==> src/rtl/dual_fe_alloc.sv <==
module dual_fe_alloc #(
  parameter int NSLOT = 16,
  parameter int TAGW  = 4,
  parameter int CNTW  = 8,
  parameter int LENW  = 10
) (
  input  logic                       clk,
  input  logic                       rst_n,
  input  logic                       start0,
  input  logic [1:0]                 cmd0_op,
  input  logic [TAGW-1:0]            cmd0_tag,
  input  logic [CNTW-1:0]            cmd0_cnt,
  input  logic [LENW-1:0]            cmd0_len,
  output logic                       cmd0_take,
  input  logic                       start1,
  input  logic [1:0]                 cmd1_op,
  input  logic [TAGW-1:0]            cmd1_tag,
  input  logic [CNTW-1:0]            cmd1_cnt,
  input  logic [LENW-1:0]            cmd1_len,
  output logic                       cmd1_take,
  output logic [NSLOT-1:0]           slot_busy,
  output logic [NSLOT-1:0]           slot_owner,
  output logic [NSLOT*TAGW-1:0]      slot_tag,
  output logic [$clog2(NSLOT+1)-1:0] retire0,
  output logic [$clog2(NSLOT+1)-1:0] retire1,
  output logic                       idle0,
  output logic                       idle1
);
  localparam int SW = $clog2(NSLOT+1);
  localparam int OW = CNTW + 1;
  localparam logic [1:0] OP_DISP = 2'd1, OP_FLUSH = 2'd2, OP_END = 2'd3;

  typedef enum logic [1:0] {S_OFF, S_RUN, S_WAIT, S_END} st_t;

  logic [1:0]      op   [2];
  logic [TAGW-1:0] itag [2];
  logic [CNTW-1:0] icnt [2];
  logic [LENW-1:0] ilen [2];
  logic [1:0]      go;

  assign op[0] = cmd0_op;   assign op[1] = cmd1_op;
  assign itag[0] = cmd0_tag; assign itag[1] = cmd1_tag;
  assign icnt[0] = cmd0_cnt; assign icnt[1] = cmd1_cnt;
  assign ilen[0] = cmd0_len; assign ilen[1] = cmd1_len;
  assign go = {start1, start0};

  st_t                  st   [2];
  logic [1:0][CNTW-1:0] pend;
  logic [1:0][OW-1:0]   outs, grant;
  logic [TAGW-1:0]      ctag [2];
  logic [LENW-1:0]      clen [2];
  logic [1:0]           take, load, wait_q;
  logic                 tb;

  logic [NSLOT-1:0] busy, owner, give, gown;
  logic [LENW-1:0]  rem  [NSLOT];
  logic [TAGW-1:0]  stag [NSLOT];
  logic [SW-1:0]    nfree;
  logic [1:0][SW-1:0] ret;

  always_comb begin
    nfree = '0;
    ret   = '0;
    for (int i = 0; i < NSLOT; i++) begin
      if (!busy[i]) nfree = nfree + SW'(1);
      else if (rem[i] == LENW'(1)) ret[owner[i]] = ret[owner[i]] + SW'(1);
    end
  end

  logic          both;
  logic [OW-1:0] p0, p1, fr, sh0, sh1, spare1, lim0, rest;
  assign p0     = OW'(pend[0]);
  assign p1     = OW'(pend[1]);
  assign both   = (p0 != '0) && (p1 != '0);
  assign fr     = OW'(nfree);
  assign sh0    = both ? (fr >> 1) + OW'(fr[0] & ~tb) : fr;
  assign sh1    = fr - sh0;
  assign spare1 = (both && p1 < sh1) ? sh1 - p1 : '0;
  assign lim0   = sh0 + spare1;
  assign grant[0] = (p0 < lim0) ? p0 : lim0;
  assign rest   = fr - grant[0];
  assign grant[1] = (p1 < rest) ? p1 : rest;

  always_comb begin
    int rank;
    rank = 0;
    give = '0;
    gown = '0;
    for (int i = 0; i < NSLOT; i++) begin
      if (!busy[i]) begin
        if (rank < int'(grant[0])) give[i] = 1'b1;
        else if (rank < int'(grant[0]) + int'(grant[1])) begin
          give[i] = 1'b1;
          gown[i] = 1'b1;
        end
        rank++;
      end
    end
  end

  always_comb begin
    for (int s = 0; s < 2; s++) begin
      take[s]   = (st[s] == S_RUN) && (op[s] != OP_DISP || pend[s] == '0);
      load[s]   = take[s] && op[s] == OP_DISP;
      wait_q[s] = (st[s] == S_WAIT);
    end
  end

  always_ff @(posedge clk) begin
    if (!rst_n) begin
      tb   <= 1'b0;
      pend <= '0;
      outs <= '0;
      for (int s = 0; s < 2; s++) begin
        st[s]   <= S_OFF;
        ctag[s] <= '0;
        clen[s] <= '0;
      end
    end else begin
      if (both && nfree[0]) tb <= ~tb;
      for (int s = 0; s < 2; s++) begin
        pend[s] <= pend[s] - CNTW'(grant[s]) + (load[s] ? icnt[s] : '0);
        outs[s] <= outs[s] - OW'(ret[s]) + (load[s] ? OW'(icnt[s]) : '0);
        if (load[s]) begin
          ctag[s] <= itag[s];
          clen[s] <= (ilen[s] == '0) ? LENW'(1) : ilen[s];
        end
        case (st[s])
          S_OFF, S_END: if (go[s]) st[s] <= S_RUN;
          S_RUN: if (take[s]) begin
            if (op[s] == OP_FLUSH) st[s] <= S_WAIT;
            else if (op[s] == OP_END) st[s] <= S_END;
          end
          S_WAIT: if (outs[s] == '0) st[s] <= S_RUN;
          default: st[s] <= S_OFF;
        endcase
      end
    end
  end

  always_ff @(posedge clk) begin
    if (!rst_n) begin
      busy  <= '0;
      owner <= '0;
      for (int i = 0; i < NSLOT; i++) begin
        rem[i]  <= '0;
        stag[i] <= '0;
      end
    end else begin
      for (int i = 0; i < NSLOT; i++) begin
        if (give[i]) begin
          busy[i]  <= 1'b1;
          owner[i] <= gown[i];
          rem[i]   <= clen[gown[i]];
          stag[i]  <= ctag[gown[i]];
        end else if (busy[i]) begin
          if (rem[i] == LENW'(1)) busy[i] <= 1'b0;
          else rem[i] <= rem[i] - LENW'(1);
        end
      end
    end
  end

  for (genvar i = 0; i < NSLOT; i++) begin : g_tag
    assign slot_tag[i*TAGW +: TAGW] = stag[i];
  end

  assign slot_busy  = busy;
  assign slot_owner = owner;
  assign cmd0_take  = take[0];
  assign cmd1_take  = take[1];
  assign retire0    = ret[0];
  assign retire1    = ret[1];
  assign idle0      = (st[0] == S_END) && (outs[0] == '0);
  assign idle1      = (st[1] == S_END) && (outs[1] == '0);
endmodule

==> config.mk <==
export PLATFORM = sky130hd
export DESIGN_NAME = dual_fe_alloc
export DESIGN_NICKNAME = d
export VERILOG_FILES = /design/src/rtl/dual_fe_alloc.sv
export SDC_FILE = /design/constraint.sdc
export NUM_CORES = 1
export LEC_CHECK = 0
export BUFFER_PORTS_ARGS = -buffer_cell sky130_fd_sc_hd__buf_2
export CORE_MARGIN = 5
export CORE_UTILIZATION = 34
export DETAILED_ROUTE_END_ITERATION = 10
export GPL_TIMING_DRIVEN = 0
export PLACE_DENSITY = 0.49
export SKIP_LAST_GASP = 1
export SYNTH_ARGS = -nofsm -noshare
export SYNTH_HDL_FRONTEND = slang
export SYNTH_SLANG_ARGS = --single-unit
==> constraint.sdc <==
create_clock -name clk -period 32.6 [get_ports clk]
set_clock_uncertainty 0.05 [all_clocks]
set_input_delay 0 -clock clk [delete_from_list [all_inputs] [get_ports clk]]
set_output_delay 0 -clock clk [all_outputs]
set_load 0.01 [all_outputs]
==> results.cfg, run 1 <==
[status]
status = complete, no violations

[floorplanning]
rows = 110
core_sq_um = 90150
ioPinCount = 162
start_util = 0.3432
die_x_um = 311.7
die_area_sq_um = 97140
die_h_um = 311.7

[worst_setup_path]
r2r_start = slot_busy[0]
crit_path_end = rem[1][77]
max_stage_delay_ns = 0.61
crit_path_frequent_cell = ha_1
crit_start = slot_busy[0]
worst_ep_required_time_ns = 32.86
crit_type = flop to flop
cp-start-kind = flop
end_kind = flop
r2r_end = rem[1][77]
reg2regPathDepth = 127
r2r_slack_ns = 2.28
arrival_ns = 30.58
crit_fanout = 10
path_buf_inv = 19
path_depth = 127
slowest_stage = nor2_1
critPathTopFamily = compound AO/OA/AOI/OAI gates

[detailed_routing]
detail-route-antenna-nets = 0
drt_first_pass_iters = 5
drt-total-wl_mm = 116.6
via_per_inst = 5.478
drcViolationCount = 0
drtIter0Drc = 2363
via_count = 27630
wire_per_inst_um = 23.12

[sta]
hold_viol_final = 0
hold_ws_ns = 0.07032
finalSetupViolations = 0
final-max-slew-violation-count = 0
fin_tns_setup_ns = 0
rsz0062_at_grt = false
fin_crit_ns = 30.32
fin_crit_sh = 0.9301
relSlewSlack = 0.06210
max_freq_mhz = 32.98
tightest_slew_ns = 1.394

[global_routing]
antenna_found_initial = 5
grtUsageTotal = 0.2289
grt_pass1_wl_mm = 170.8
grt_start_max_net_pins = 17
gr-total-overflow = 0
grt_pass1_vias = 26408

[layout]
layout_commonest_cell = nand2_1
drive_above_1_share = 0.09594
area_delta_synth_final_pct = 14.24
final_util = 0.3921
final_cell_mix = nand2_1 (277), nor2_1 (271), ha_1 (271)
finish.instance_area_sq_um = 35350
fin_nets = 4181

[synthesis]
synth-edff-count = 256
yosysSeqAreaShare = 0.2918
yosys_warnings = 0
synth_ff_type = edfxtp_1
synth.distinct_cells = 119
synth_async_sr_flop_share = 0
synth_cells = 3512
avgSynthCellArea_sq_um = 8.810
syn_area_sq_um = 30940
ys_ff_latch = 323

[cts]
cts_tree = done
cts_inserted_buffers = 41
clockRootBuffer = clkbuf_16
path_clk_slew_ns = 0.06
cts_buffer_depth = 3
ctsHtreeMaxLevel = 2
clock_latency_ns = 0.59
cts.sinks = 323

[place]
gp_congestion = 0.8789
hpwl_mm = 90.93
place_area_sq_um = 33520
portBuffers = 161

[worst_hold_path]
worstHoldPathType = primary input to flop

[flow_run]
maxCapViolCount = 0
==> cell usage after synthesis, types with 22 or more instances <==
cell type	instances	area [sq um]
clkbuf_1	132	495.5
mux2i_1	117	1171
nand2_1	277	1040
nor3_1	55	275.3
nand4_1	33	206.5
a21o_1	57	427.9
nor3b_1	22	165.2
nand2b_1	72	450.4
nor2_1	271	1017
dfxtp_1	67	1341
a22o_1	25	219.0
a221o_1	51	510.5
o21a_1	24	180.2
ha_1	271	3391
o21ai_0	203	1016
fa_1	24	480.5
nand3_1	92	460.4
nor2b_1	79	494.2
xnor2_1	183	1603
a21oi_1	224	1121
nor4_1	53	331.6
inv_1	202	758.2
a22oi_1	28	210.2
and2_1	87	544.3
xor2_1	128	1121
edfxtp_1	256	7687
o22ai_1	23	143.9
==> worst min-delay path, stage by stage <==
cell and delay (ns):
buf_2 0.10, nand2_1 0.13, ha_1 0.22, fa_1 0.17, nor2b_1 0.04
==> cell type report <==
| class | instances | area, sq um |
|---|---|---|
| buffer | 167 | 689.4 |
| sequential | 323 | 9029 |
| antenna | 1 | 2.502 |
| clock buffer | 62 | 1176 |
| multi-input combinational | 2878 | 20710 |
| fill | 9141 | 54800 |
| tap | 1176 | 1471 |
| inverter | 210 | 799.5 |
| clock inverter | 14 | 148.9 |
| timing repair buffer | 213 | 1325 |
==> worst min path at each step <==
stage,start,to,slack (ns),cells past startpoint
floorplan,cmd0_op[1],cmd0_take,0.12,1
global placement,cmd1_tag[0],ctag[1][0],0.23,2
detailed placement,cmd0_tag[1],ctag[0][1],0.23,2
CTS,cmd0_cnt[0],outs[1],0.07,5
global route,cmd0_cnt[0],p0[1],0.11,5
finish,cmd0_cnt[0],outs[1],0.07,5
==> what timing repair did <==
action	in CTS	in global routing
endpoints found under the hold margin	39	0
gates resized for setup	0	5
setup buffers	0	7
hold buffers	42	0
endpoints found under the setup margin	0	273
==> metrics by stage <==
stage | instances | setup WS (ns)
floorplan | 3579 | 7.848
global placement | 4916 | 0.6863
detailed placement | 4919 | 1.167
CTS | 5037 | 0.9557
global route | 5043 | 0.1635
finish | 5044 | 2.279
==> state kept, by name, summed over array words and instances (netlist names) <==
register	cells
ctag	8
clen	20
st	4
outs	18
rem	160
tb	1
slot_busy	16
stag	64
p1	8
slot_owner	16
p0	8
==> kinds of logic after synthesis <==
logic type | Yosys count | share of synthesized area
muxes | 135 | 0.04476
DFF | 323 | 0.2918
adders and majority gates | 316 | 0.1319
and+or+nand+nor | 1154 | 0.1894
AOI/OAI and AO/OA | 870 | 0.1889
other | 2 | 0.0002427
xor gates and xnor gates | 334 | 0.1049
buffers and inverters | 378 | 0.04800
==> layer usage <==
| metal | part of all wire | up-vias | track usage |
|---|---|---|---|
| li1 | - | 13337 | - |
| met2 | 0.44 | 876 | 0.3591 |
| met5 | 0 | - | 0 |
| met1 | 0.46 | 13274 | 0.3252 |
| met4 | 0.032 | 0 | 0.06718 |
| met3 | 0.065 | 143 | 0.03828 |
Power of run 1 is not shown: default switching activity piles up to over one toggle a cycle in this logic, so the estimate is an artifact.
==> inputs of run 2 (changes only) <==
--- a/config.mk
+++ b/config.mk
@@ -7,9 +7,8 @@
 export LEC_CHECK = 0
 export BUFFER_PORTS_ARGS = -buffer_cell sky130_fd_sc_hd__buf_2
-export CORE_MARGIN = 5
-export CORE_UTILIZATION = 34
+export CORE_UTILIZATION = 57
 export DETAILED_ROUTE_END_ITERATION = 10
 export GPL_TIMING_DRIVEN = 0
-export PLACE_DENSITY = 0.49
+export PLACE_DENSITY = 0.75
 export SKIP_LAST_GASP = 1
 export SYNTH_ARGS = -nofsm -noshare
==> constraint.sdc (replaced) <==
create_clock -name clk -period 32.6 [get_ports clk]
set_clock_uncertainty 0.05 [all_clocks]
set_input_delay 4.89 -clock clk [delete_from_list [all_inputs] [get_ports clk]]
set_output_delay 4.89 -clock clk [all_outputs]
set_load 0.01 [all_outputs]
==> run 2 against run 1 <==
Net effect: critical path depth fell by 4; non-clock buffer count decreased by 47; largest cell class unchanged; register-to-register slack better by 0.24 ns; die area fell by 43%; setup slack improved by 0.24 ns; highest routed layer is now met5; critical endpoint is now rem[1][74]; routed wire length decreased by 13%; count of clock-buffer cells in the layout shrank 12; critical path type unchanged.
==> results.cfg, run 2 (synthesis results as in run 1) <==
[global_routing]
grtUsageTotal = 0.3601
grt_pass1_vias = 26512
grt_pass1_wl_mm = 153.7
grt_start_max_net_pins = 18
antenna_found_initial = 4
gr-total-overflow = 0

[detailed_routing]
wl_met2_mm = 43.77
wl_met1_mm = 41.68
detail-route-antenna-nets = 0
via_per_inst = 6.340
dr.max_layer_used = met5
drt-total-wl_mm = 101.8
drcViolationCount = 0
drt_first_pass_iters = 6
wl_met3_mm = 11.96
via_count = 28627
drtIter0Drc = 3493
wire_per_inst_um = 22.55

[floorplanning]
core_sq_um = 53710
start_util = 0.5761
die_area_sq_um = 55220
die_x_um = 235.0
ioPinCount = 162
die_h_um = 235.0
rows = 85

[layout]
largest_reg_flops = 160
filler_cell_count = 4644
regMostFlops = rem
final_cell_mix = nand2_1 (277), nor2_1 (271), ha_1 (271)
top_regs = rem: 160 flops, stag: 64 flops, clen: 20 flops
area_delta_synth_final_pct = 10.89
finalNonFillerCells = 4515
layout_commonest_cell = nand2_1
fin_nets = 4132
drive_above_1_share = 0.09696

[worst_setup_path]
r2r_start = slot_busy[0]
cp-start-kind = flop
arrival_ns = 30.24
crit_fanout = 13
end_kind = flop
r2r_slack_ns = 2.51
path_buf_inv = 19
slowest_stage = clkbuf_1
crit_type = flop to flop
worst_ep_required_time_ns = 32.75
critPathTopFamily = compound AO/OA/AOI/OAI gates
max_stage_delay_ns = 0.60
crit_path_frequent_cell = ha_1
crit_start = slot_busy[0]

[worst_hold_path]
worstHoldPathType = flop to flop
hold_start = tb

[sta]
tightest_slew_ns = 1.332
rsz0062_at_grt = false
relSlewSlack = 0.1120
finalSetupViolations = 0
final-max-slew-violation-count = 0
fin_crit_ns = 30.09
fin_tns_setup_ns = 0
hold_viol_final = 0
fin_crit_sh = 0.9229
max_freq_mhz = 33.24

[status]
status = complete, no violations

[cts]
clock_latency_ns = 0.59
clockRootBuffer = clkbuf_16
post_cts_buffers = 0
ctsHtreeMaxLevel = 2
cts.sinks = 323
cts_tree = done
cts-resized-gates = 0
cts_buffer_depth = 3
cts_inserted_buffers = 39
path_clk_slew_ns = 0.07
postCtsHoldBufs = 0

[place]
portBuffers = 161
place_inst = 4440
gp_congestion = 1.029
hpwl_mm = 78.33

[flow_run]
maxCapViolCount = 0
==> run 2: changes by cell type in the layout (fill, tap and decap cells not counted), sizes merged <==
| cell | previous run | this run |
|---|---|---|
| diode | 1 | 3 |
| inv | 206 | 208 |
| clkinvlp | 2 | 4 |
| buf | 207 | 201 |
| dlygate4sd3 | 42 | 0 |
| clkinv | 14 | 15 |
| clkbuf | 193 | 182 |
| bufinv | 2 | 5 |
==> run 2: worst reg2reg max path, delay by kind of cell, from the launching register on <==
| kind | cells | cell delay, ns |
|---|---|---|
| AOI/OAI and AO/OA | 39 | 9.62 |
| adders and majority gates | 26 | 8.08 |
| and+or+nand+nor | 32 | 5.40 |
| buffers and inverters | 19 | 4.48 |
| xor gates and xnor gates | 4 | 0.98 |
| muxes | 3 | 0.68 |
| DFF | 1 | 0.45 |
==> run 2: area by class of cell <==
class | count | area, sq um | share of cell area
clock buffers | 50 | 1079 | 0.03143
repair buffers | 165 | 847.1 | 0.02469
well taps | 696 | 870.8 | 0.02538
plain buffers | 168 | 693.2 | 0.02020
multi-input cells | 2878 | 20700 | 0.6035
inverters | 210 | 792.0 | 0.02308
flip-flops and latches | 323 | 9029 | 0.2631
diodes | 3 | 7.507 | 0.0002188
clock inverters | 22 | 287.8 | 0.008387
==> run 2: metal layers <==
metal | vias up | track usage
li1 | 13233 | -
met1 | 13547 | 0.4965
met2 | 1589 | 0.5502
met3 | 256 | 0.07202
met4 | 2 | 0.1503
met5 | - | 0
==> run 2: worst paths after layout <==
check / to / cells past startpoint
max: rem[1][74] / 123
min: tb / 2
max reg2reg: rem[1][74] / 123
min reg2reg: tb / 2
==> run 2: metrics by stage <==
stage               hold slack (ns)  cell area [sq um]    util  worst slack (ns)
detailed placement           0.4459              32930  0.6131             2.569
global route                 0.4882              34300  0.6387            0.1752
CTS                          0.4566              34300  0.6386             2.368
floorplan                    0.4145              31190       -             7.848
global placement             0.4399              32870  0.6120             2.515
finish                       0.4496              34310  0.6388             2.514
Power of run 2 is left out for the same reason.
